$ cat src/rtl/smem_pkg.sv
package smem_pkg;

    localparam int SETUP_FW = 4;
    localparam int HOLD_FW  = 4;
    localparam int DATA_FW  = 8;
    localparam int CNT_W    = DATA_FW + 1;   // room for basic-read extension

    typedef logic [CNT_W-1:0] cnt_t;

    typedef enum logic [1:0] {
        MODE_BASIC = 2'b00,
        MODE_EXT   = 2'b01,
        MODE_MUX   = 2'b10,
        MODE_MUX2  = 2'b11
    } mode_e;

    typedef enum logic [1:0] {
        PH_IDLE  = 2'b00,
        PH_SETUP = 2'b01,
        PH_HOLD  = 2'b10,
        PH_DATA  = 2'b11
    } phase_e;

    typedef struct packed {
        logic [SETUP_FW-1:0] setup;
        logic [HOLD_FW-1:0]  hold;
        logic [DATA_FW-1:0]  data;
    } timing_t;

    function automatic logic is_mux(mode_e m);
        return m[1];
    endfunction

    function automatic logic uses_hold(mode_e m);
        return m != MODE_BASIC;
    endfunction

    // Counter loads are "cycles - 1"; the phase ends when the counter is zero.
    function automatic cnt_t setup_load(timing_t t);
        return cnt_t'(t.setup);
    endfunction

    function automatic cnt_t hold_load(timing_t t);
        return (t.hold == '0) ? cnt_t'(1) : cnt_t'(t.hold);
    endfunction

    function automatic cnt_t data_load(timing_t t, logic basic_read);
        cnt_t d;
        d = (t.data == '0) ? cnt_t'(1) : cnt_t'(t.data);
        return basic_read ? d + cnt_t'(2) : d;
    endfunction

endpackage

$ cat src/rtl/smem_wait_sync.sv
module smem_wait_sync #(
    parameter int STAGES = 2
) (
    input  logic clk,
    input  logic rst,
    input  logic wait_n_async,
    output logic wait_sync
);
    logic [STAGES-1:0] sr;

    always_ff @(posedge clk) begin
        if (rst) sr <= '0;
        else     sr <= {sr[STAGES-2:0], ~wait_n_async};
    end

    assign wait_sync = sr[STAGES-1];
endmodule

$ cat src/rtl/smem_phase_fsm.sv
module smem_phase_fsm
    import smem_pkg::*;
(
    input  logic    clk,
    input  logic    rst,
    input  logic    start,
    input  logic    write_i,
    input  mode_e   mode_i,
    input  timing_t timing_i,
    input  logic    wait_i,
    output phase_e  phase_o,
    output logic    write_o,
    output mode_e   mode_o,
    output logic    last_o
);
    localparam logic [1:0] WAIT_GRACE = 2'd2;

    phase_e     phase;
    cnt_t       cnt;
    logic [1:0] dcyc;
    logic       write_q;
    mode_e      mode_q;
    logic       stall;
    logic       read_basic;

    assign read_basic = !write_q && (mode_q == MODE_BASIC);
    assign stall      = (phase == PH_DATA) && (dcyc == WAIT_GRACE) && wait_i;
    assign last_o     = (phase == PH_DATA) && (cnt == '0) && !stall;
    assign phase_o    = phase;
    assign write_o    = write_q;
    assign mode_o     = mode_q;

    always_ff @(posedge clk) begin
        if (rst) begin
            phase   <= PH_IDLE;
            cnt     <= '0;
            dcyc    <= '0;
            write_q <= 1'b0;
            mode_q  <= MODE_BASIC;
        end else begin
            case (phase)
                PH_IDLE: begin
                    if (start) begin
                        phase   <= PH_SETUP;
                        cnt     <= setup_load(timing_i);
                        write_q <= write_i;
                        mode_q  <= mode_i;
                    end
                end
                PH_SETUP: begin
                    if (cnt == '0) begin
                        if (uses_hold(mode_q)) begin
                            phase <= PH_HOLD;
                            cnt   <= hold_load(timing_i);
                        end else begin
                            phase <= PH_DATA;
                            cnt   <= data_load(timing_i, read_basic);
                            dcyc  <= '0;
                        end
                    end else begin
                        cnt <= cnt - cnt_t'(1);
                    end
                end
                PH_HOLD: begin
                    if (cnt == '0) begin
                        phase <= PH_DATA;
                        cnt   <= data_load(timing_i, read_basic);
                        dcyc  <= '0;
                    end else begin
                        cnt <= cnt - cnt_t'(1);
                    end
                end
                default: begin
                    if (!stall) begin
                        if (cnt == '0) begin
                            phase <= PH_IDLE;
                        end else begin
                            cnt <= cnt - cnt_t'(1);
                            if (dcyc != WAIT_GRACE) dcyc <= dcyc + 2'd1;
                        end
                    end
                end
            endcase
        end
    end

    // an accepted request always opens with the setup phase
    a_r1_start_setup: assert property (@(posedge clk) disable iff (rst)
        start |=> (phase == PH_SETUP));

    // basic mode never enters the hold phase
    a_r2_basic_skips_hold: assert property (@(posedge clk) disable iff (rst)
        (phase == PH_SETUP && cnt == '0 && mode_q == MODE_BASIC) |=> (phase == PH_DATA));

    // a synchronized wait after the grace cycles freezes the data phase
    a_r7_stall_freezes: assert property (@(posedge clk) disable iff (rst)
        stall |=> (phase == PH_DATA && $stable(cnt)));

    // during the first two data cycles the count always advances
    a_r7_grace_ignores_wait: assert property (@(posedge clk) disable iff (rst)
        (phase == PH_DATA && dcyc != WAIT_GRACE && cnt != '0) |=> (cnt == cnt_t'($past(cnt) - cnt_t'(1))));

    // the end of the data phase returns to idle for one turnaround cycle
    a_r9_end_to_idle: assert property (@(posedge clk) disable iff (rst)
        last_o |=> (phase == PH_IDLE));

endmodule

$ cat src/rtl/smem_pin_drive.sv
module smem_pin_drive
    import smem_pkg::*;
#(
    parameter int ADDR_W = 20,
    parameter int DATA_W = 16
) (
    input  logic              clk,
    input  logic              rst,
    input  phase_e            phase,
    input  logic              write,
    input  mode_e             mode,
    input  logic [ADDR_W-1:0] addr,
    input  logic [DATA_W-1:0] wdata,
    output logic              cs_n,
    output logic              oe_n,
    output logic              we_n,
    output logic              adv_n,
    output logic              ad_oe,
    output logic [DATA_W-1:0] ad_out,
    output logic [ADDR_W-1:0] mem_addr
);
    logic in_access;
    logic addr_on_bus;
    logic data_phase;

    assign in_access   = (phase != PH_IDLE);
    assign data_phase  = (phase == PH_DATA);
    assign addr_on_bus = is_mux(mode) && (phase == PH_SETUP || phase == PH_HOLD);

    assign cs_n     = !in_access;
    assign oe_n     = !(data_phase && !write);
    assign we_n     = !(data_phase && write);
    assign adv_n    = !(is_mux(mode) && phase == PH_SETUP);
    assign ad_oe    = addr_on_bus || (data_phase && write);
    assign ad_out   = addr_on_bus ? addr[DATA_W-1:0] : wdata;
    assign mem_addr = addr;

    // read and write strobes never overlap
    a_r5_strobes_exclusive: assert property (@(posedge clk) disable iff (rst)
        !(!oe_n && !we_n));

    // strobes only inside a chip-select window
    a_r5_strobe_in_access: assert property (@(posedge clk) disable iff (rst)
        (!oe_n || !we_n) |-> !cs_n);

    // address-valid only while the address is driven on the bus
    a_r6_adv_drives_bus: assert property (@(posedge clk) disable iff (rst)
        !adv_n |-> (ad_oe && !cs_n));

endmodule

$ cat src/rtl/smem_seq.sv
module smem_seq
    import smem_pkg::*;
#(
    parameter int ADDR_W = 20,
    parameter int DATA_W = 16
) (
    input  logic                clk,
    input  logic                rst,
    input  logic [1:0]          cfg_mode,
    input  logic [SETUP_FW-1:0] cfg_setup,
    input  logic [HOLD_FW-1:0]  cfg_hold,
    input  logic [DATA_FW-1:0]  cfg_data,
    input  logic                req_valid,
    output logic                req_ready,
    input  logic                req_write,
    input  logic [ADDR_W-1:0]   req_addr,
    input  logic [DATA_W-1:0]   req_wdata,
    output logic                rsp_valid,
    output logic [DATA_W-1:0]   rsp_rdata,
    output logic                mem_cs_n,
    output logic                mem_oe_n,
    output logic                mem_we_n,
    output logic                mem_adv_n,
    output logic [ADDR_W-1:0]   mem_addr,
    output logic [DATA_W-1:0]   mem_ad_out,
    output logic                mem_ad_oe,
    input  logic [DATA_W-1:0]   mem_ad_in,
    input  logic                mem_wait_n
);
    timing_t           timing;
    phase_e            phase;
    logic              cur_write;
    mode_e             cur_mode;
    logic              last_cycle;
    logic              start;
    logic              wait_s;
    logic [ADDR_W-1:0] addr_q;
    logic [DATA_W-1:0] wdata_q;

    assign timing    = '{setup: cfg_setup, hold: cfg_hold, data: cfg_data};
    assign req_ready = (phase == PH_IDLE);
    assign start     = req_valid && req_ready;

    smem_wait_sync #(.STAGES(2)) u_wait_sync (
        .clk          (clk),
        .rst          (rst),
        .wait_n_async (mem_wait_n),
        .wait_sync    (wait_s)
    );

    smem_phase_fsm u_fsm (
        .clk      (clk),
        .rst      (rst),
        .start    (start),
        .write_i  (req_write),
        .mode_i   (mode_e'(cfg_mode)),
        .timing_i (timing),
        .wait_i   (wait_s),
        .phase_o  (phase),
        .write_o  (cur_write),
        .mode_o   (cur_mode),
        .last_o   (last_cycle)
    );

    smem_pin_drive #(.ADDR_W(ADDR_W), .DATA_W(DATA_W)) u_pins (
        .clk      (clk),
        .rst      (rst),
        .phase    (phase),
        .write    (cur_write),
        .mode     (cur_mode),
        .addr     (addr_q),
        .wdata    (wdata_q),
        .cs_n     (mem_cs_n),
        .oe_n     (mem_oe_n),
        .we_n     (mem_we_n),
        .adv_n    (mem_adv_n),
        .ad_oe    (mem_ad_oe),
        .ad_out   (mem_ad_out),
        .mem_addr (mem_addr)
    );

    always_ff @(posedge clk) begin
        if (rst) begin
            addr_q    <= '0;
            wdata_q   <= '0;
            rsp_valid <= 1'b0;
            rsp_rdata <= '0;
        end else begin
            if (start) begin
                addr_q  <= req_addr;
                wdata_q <= req_wdata;
            end
            rsp_valid <= last_cycle;
            if (last_cycle && !cur_write) rsp_rdata <= mem_ad_in;
        end
    end

    // completion is a single-cycle pulse
    a_r8_ack_single: assert property (@(posedge clk) disable iff (rst)
        rsp_valid |=> !rsp_valid);

    // the acknowledge cycle is the chip-select gap
    a_r9_ack_gap: assert property (@(posedge clk) disable iff (rst)
        rsp_valid |-> (mem_cs_n && req_ready));

    // ready never coincides with an active access
    a_r9_ready_idle: assert property (@(posedge clk) disable iff (rst)
        req_ready |-> mem_cs_n);

endmodule

$ cat config.mk
export PLATFORM = sky130hd
export DESIGN_NAME = smem_seq
export DESIGN_NICKNAME = d
export VERILOG_FILES = /design/src/rtl/smem_pkg.sv /design/src/rtl/smem_wait_sync.sv /design/src/rtl/smem_phase_fsm.sv /design/src/rtl/smem_pin_drive.sv /design/src/rtl/smem_seq.sv
export SDC_FILE = /design/constraint.sdc
export NUM_CORES = 1
export LEC_CHECK = 0
export BUFFER_PORTS_ARGS = -buffer_cell sky130_fd_sc_hd__buf_4
export CAP_MARGIN = 20
export CORE_MARGIN = 3
export CORE_UTILIZATION = 49
export DETAILED_ROUTE_END_ITERATION = 8
export GPL_ROUTABILITY_DRIVEN = 0
export PLACE_DENSITY = 0.8
export SLEW_MARGIN = 25
export SYNTH_ARGS = -nofsm -noshare
export SYNTH_HDL_FRONTEND = slang
export SYNTH_SLANG_ARGS = --single-unit
$ cat constraint.sdc
create_clock -name clk -period 2.5 [get_ports clk]
set_input_delay 0.125 -clock clk [delete_from_list [all_inputs] [get_ports clk]]
set_output_delay 0.125 -clock clk [all_outputs]
set_load 0.005 [all_outputs]
---- Word-level counts from Yosys, hierarchy flattened ----
Index checks and enable logic that the tools add are counted.
storage, ports and cells
  bits in registers ....................... 71
  word-level logic and storage cells ...... 84
  output and inout bits ................... 59
  input bits .............................. 75
cells by class
  reductions and logical operators ........ 32
  equal/unequal tests ..................... 13
  bitwise operators ....................... 2
  add/sub/neg operators ................... 3
  muxes and demuxes ....................... 24
operator list
  operator             number
  $mux 9               7
  $pmux 9 s3           1
  $mux 2               10
  $mux 16              1
  $pmux 2 s3           2
  $logic_and 1x1->1    11
  $add 9x2->9 const B  1
  $logic_not 9->1      1
  $sub 9x1->9 const B  1
  $logic_not 8->1      1
  $mux 8               1
  $ne 4x4->1 const B   2
  $reduce_and 7->1     1
  $eq 2x2->1 const B   3
  $logic_not 1->1      6
  $ne 2x1->1 const B   3
  $ne 3x3->1 const B   2
  $reduce_bool 2->1    3
  $reduce_and 5->1     1
  $logic_not 2->1      2
  $logic_not 4->1      1
  $mux 4               1
  $ne 2x2->1 const B   2
  $reduce_and 3->1     1
  other kinds (7)      9

---- Longest topological paths before layout ----
  word-level depth ........................ 7
  mapped depth ............................ 9

---- Modules after synthesis ----
Synthesis repeated with hierarchy kept, for this count alone.
unflattened totals
  cells, all modules ...................... 453
  area total of the unflattened synthesis .. 3893.7 um2
by module, submodules not included
  module          area an instance (um2)  times used  cells each
  smem_seq        2039.5                  1           232
  smem_phase_fsm  1351.3                  1           170
  smem_pin_drive  452.9                   1           47
  smem_wait_sync  50.0                    1           4

---- Worst setup path after synthesis ----
OpenSTA, ideal clock, no wires.
  path kind ............................... reg-to-reg
  from .................................... register u_fsm.phase[0], in the netlist u_fsm.phase_o[0]
  to ...................................... register addr_q[18]
  required time ........................... 2.429 ns
  arrival time ............................ 1.956 ns
  slack ................................... 0.473 ns
  setup time .............................. 0.071 ns
  cell stages (with the launch flop) ...... 10
  cell sequence ........................... dfxtp_1 > inv_1 > ha_1 > clkbuf_1 > and2_1 > clkbuf_1 > clkbuf_1 > buf_1 > nand2_1 > a21oi_1
between the ends
  longest elaborated chain between the ends .. 2
ends and longest elaborated chain
  item                    line                  source
  start, declared         smem_phase_fsm.sv:18  phase_e phase;
  start signal, assigned  smem_phase_fsm.sv:35  phase <= PH_IDLE;
  start signal, assigned  smem_phase_fsm.sv:44  phase <= PH_SETUP;
  start signal, assigned  smem_phase_fsm.sv:53  phase <= PH_HOLD;
  $logic_not 2->1         smem_seq.sv:41        assign req_ready = (phase == PH_IDLE);
  $logic_and 1x1->1       smem_seq.sv:42        assign start = req_valid && req_ready;
  end signal, assigned    smem_seq.sv:90        addr_q <= req_addr;
  end, declared           smem_seq.sv:37        logic [ADDR_W-1:0] addr_q;
No other way between the ends.
A chain may end at the register's enable or synchronous reset.

---- Worst setup path after layout ----
  from .................................... register u_fsm.cnt[0]
  to ...................................... register u_fsm.phase[0], in the netlist u_fsm.phase_o[0]
between the ends
  longest elaborated chain between the ends .. 3
  elaborated cells between the ends (all ways) .. 5
ends and longest elaborated chain
  item                                                       line                                                              source
  start, declared                                            smem_phase_fsm.sv:19                                              cnt_t cnt;
  start signal, assigned                                     smem_phase_fsm.sv:45                                              cnt <= setup_load(timing_i);
  start signal, assigned                                     smem_phase_fsm.sv:54                                              cnt <= hold_load(timing_i);
  start signal, assigned                                     smem_phase_fsm.sv:57                                              cnt <= data_load(timing_i, read_basic);
  $logic_not 9->1 (*)                                        smem_phase_fsm.sv:51, smem_phase_fsm.sv:65, smem_phase_fsm.sv:75
  $ne 2x1->1 (no line) or $reduce_bool 2->1 (tied branches)  -
  $reduce_and 5->1 (no line) (*)                             -
  end signal, assigned                                       smem_phase_fsm.sv:53
  end signal, assigned                                       smem_phase_fsm.sv:66                                              phase <= PH_DATA;
  end signal, assigned                                       smem_phase_fsm.sv:76                                              phase <= PH_IDLE;
Every way passes the cells marked *; elsewhere a longest branch is shown, timed or not.

==> flow_metrics.env <==
export IMPL_arrival_ps=2530
export IMPL_slew_headroom_pct=51.0
export IMPL_final_nets=622
export IMPL_yosys_top_cells_area="dfxtp_1 (41%), nand2_1 (11%), a21oi_1 (7.2%)"
export IMPL_areaGrowthSynthToFinish_pct=37.2
export IMPL_io_pins=134
export IMPL_clk_path_buf_depth=2
export IMPL_synth_compound_area_share_pct=16.3
export IMPL_multi_input_area_um2=1890
export IMPL_status="complete, no violations"
export IMPL_first_pass_iters=4
export IMPL_synth_xor_area_share_pct=1.52
export IMPL_final_seq_area_um2=1420
export IMPL_clk_pin_slew_ps=90
export IMPL_synthTopCellsByCount="nand2_1 (98), dfxtp_1 (71), a21oi_1 (50)"
export IMPL_dieArea_um2=8100
export IMPL_antenna_found_initial=0
export IMPL_leakagePower_nw=2.05
export IMPL_max_stage_delay_ps=530
export IMPL_drive_gt1_share_pct=34.2
export IMPL_synth_edff_count=0
export IMPL_final_setup_viol_count=0
export IMPL_yosysTopAreaCellShare_pct=41.1
export IMPL_rsz0062_at_grt="no"
export IMPL_powerDensity_nw_per_um2=977
export IMPL_yosys_most_used_dff="dfxtp_1"
export IMPL_start_kind="flip-flop"
export IMPL_hold_viol_final=0
export IMPL_worst_slew_pin_slew_ps=730
export IMPL_via_per_inst=5.38
export IMPL_drt_iter0_drc=204
export IMPL_route_detailed_drc=0
export IMPL_cp_num_buf_inv=1
export IMPL_port_buffer_count=133
export IMPL_yosys_area_share_adder_pct=2.90
export IMPL_slowest_stage="or4b_4"
export IMPL_synth_cells=414
export IMPL_setup_tns_ps=0
export IMPL_cts_sinks=71
export IMPL_synth_most_common_cell="nand2_1"
export IMPL_path_delay_family="simple AND/OR/NAND/NOR gates"
export IMPL_synth_simple_gate_area_share_pct=23.4
export IMPL_fp_dieW_um=90.0
export IMPL_diodes=0
export IMPL_ys_ff_latch=71
export IMPL_grt_usage_pct=23.3
export IMPL_synth_fp_nets=497
export IMPL_drv_slew=0
export IMPL_clock_skew_ps=17.0
export IMPL_utilization_pct=71.8
export IMPL_synthMuxAreaShare_pct=10.4
export IMPL_cts_tree="built"
export IMPL_synth_seq_area_share_pct=41.1
export IMPL_ant_nets=0
export IMPL_die_height_um=90.0
export IMPL_start_util_pct=52.3
export IMPL_cp_end_kind="flip-flop"
export IMPL_period_needed_ps=2260
export IMPL_core_area_um2=6600
export IMPL_cap_violations=0
export IMPL_hpwl_mm=6.83
export IMPL_crit_chain="inv_1 > ha_1 > or4b_4 > o22ai_4 > o211ai_2 > or3_1 > a21oi_2"
export IMPL_critical_path_class="reg2reg"
export IMPL_min_path_type="in2reg"
export IMPL_yosys_area_top_type="dfxtp_1"
export IMPL_row_count=29
export IMPL_root_buffer="clkbuf_8"
export IMPL_totalWireLength_mm=9.56
export IMPL_grt_pass1_wl_mm=15.8
export IMPL_routedWlPerCell_um=15.0
export IMPL_fmax_mhz=442
export IMPL_worst_ep_required_time_ps=2770
export IMPL_clk_latency_ps=340
export IMPL_synth_top_family_by_area="simple AND/OR/NAND/NOR gates"
export IMPL_syn_area_um2=3460
export IMPL_vias=3427
export IMPL_path_max_fanout=7
export IMPL_period_share_pct=90.5
export IMPL_synthDistinctLibCells=56
export IMPL_synth_warnings=0
export IMPL_cts_made_buffers=9
export IMPL_fillers=535
export IMPL_first_global_vias=3356
export IMPL_grt_start_max_net_pins=71
export IMPL_cts_setup_buffers=0
export IMPL_grt_remaining_overflow=0
export IMPL_synthArstFlopShare_pct=0
export IMPL_syn_avg_cell_area_um2=8.35
export IMPL_cts_max_level=3
export IMPL_vdd_drop_max_mv=0.585
-- routing by layer --
layer | share of wire [%] | global-route usage (%)
met1 | 41 | 28.1
met2 | 51 | 40.7
met3 | 7.0 | 5.93
met4 | 1.8 | 7.40
met5 | 0 | 0
-- per-stage QoR --
stage          setup slack (ps)  power (mW)  instance area, um^2  instances  hold slack (ps)
2_1_floorplan               473        2.94                 3460        414              197
3_3_place_gp                368        3.54                 4510        620              285
3_5_place_dp                306        3.59                 4510        620              286
4_1_cts                     256        4.62                 4740        637            0.674
5_1_grt                     103        4.95                 4740        637             12.1
6_report                    238        4.63                 4740        637             7.61
-- final timing paths --
path                      from                 to  slack (ps)  depth (start not counted)
max               u_fsm.cnt[0]   u_fsm.phase_o[0]         240                          7
min              mem_ad_in[12]      rsp_rdata[12]           8                          3
max reg2reg       u_fsm.cnt[0]   u_fsm.phase_o[0]         240                          7
min reg2reg  u_wait_sync.sr[0]  u_wait_sync.sr[1]         450                          1
-- flip-flops by register name (all words and copies together) (netlist names) --
name / cells
addr_q: 20
rsp_rdata: 16
rsp_valid: 1
u_fsm.cnt: 9
u_fsm.dcyc: 2
u_fsm.mode_o: 2
u_fsm.phase_o: 2
u_fsm.write_o: 1
u_wait_sync.sr: 2
wdata_q: 16
-- cell type report --
cell class,count,area share [%]
Multi-Input combinational cell,308,39.8
Clock inverter,7,2.01
Timing Repair Buffer,140,22.5
Inverter,9,0.712
Clock buffer,9,2.61
Tap cell,93,2.45
Sequential cell,71,30.0
-- power by group --
group	internal (mW)	switching, mW
registers	1.32	0.195
logic	0.944	1.16
clock network	0.563	0.445
-- logic make-up (layout without fill, tap and decap cells) --
family | after synthesis | after routing
AND/OR/NAND/NOR | 171 | 171
AO/OA/AOI/OAI | 89 | 89
flip-flops | 71 | 71
buffers and inverters | 35 | 165
multiplexers | 34 | 34
adder cells (fa/ha/maj) | 8 | 8
XOR/XNOR | 6 | 6
-- tightest hold or removal path: cells and delay by family --
kind	cells	cell delay, ps
and+or+nand+nor	1	70
buffers and inverters	1	80
muxes	1	50
-- placed cells by master (no fill, tap or decap), types with 7 or more instances in the layout --
cell type / netlist / final
nor3_1: 8 / 8
mux2_2: 16 / 16
a21oi_1: 50 / 50
inv_1: 8 / 8
clkbuf_8: 0 / 9
nand2_1: 98 / 98
buf_4: 1 / 138
nand4_1: 7 / 7
mux2i_1: 18 / 18
dfxtp_1: 71 / 71
o21ai_0: 8 / 8
nor2_1: 28 / 28
ha_1: 8 / 8
-- timing repair --
| item | CTS | global route |
|---|---|---|
| endpoints found under the hold margin | 1 | 0 |
| hold buffers | 1 | 0 |
| resized for setup | 0 | 0 |
Power figures use the tool's default switching activity.
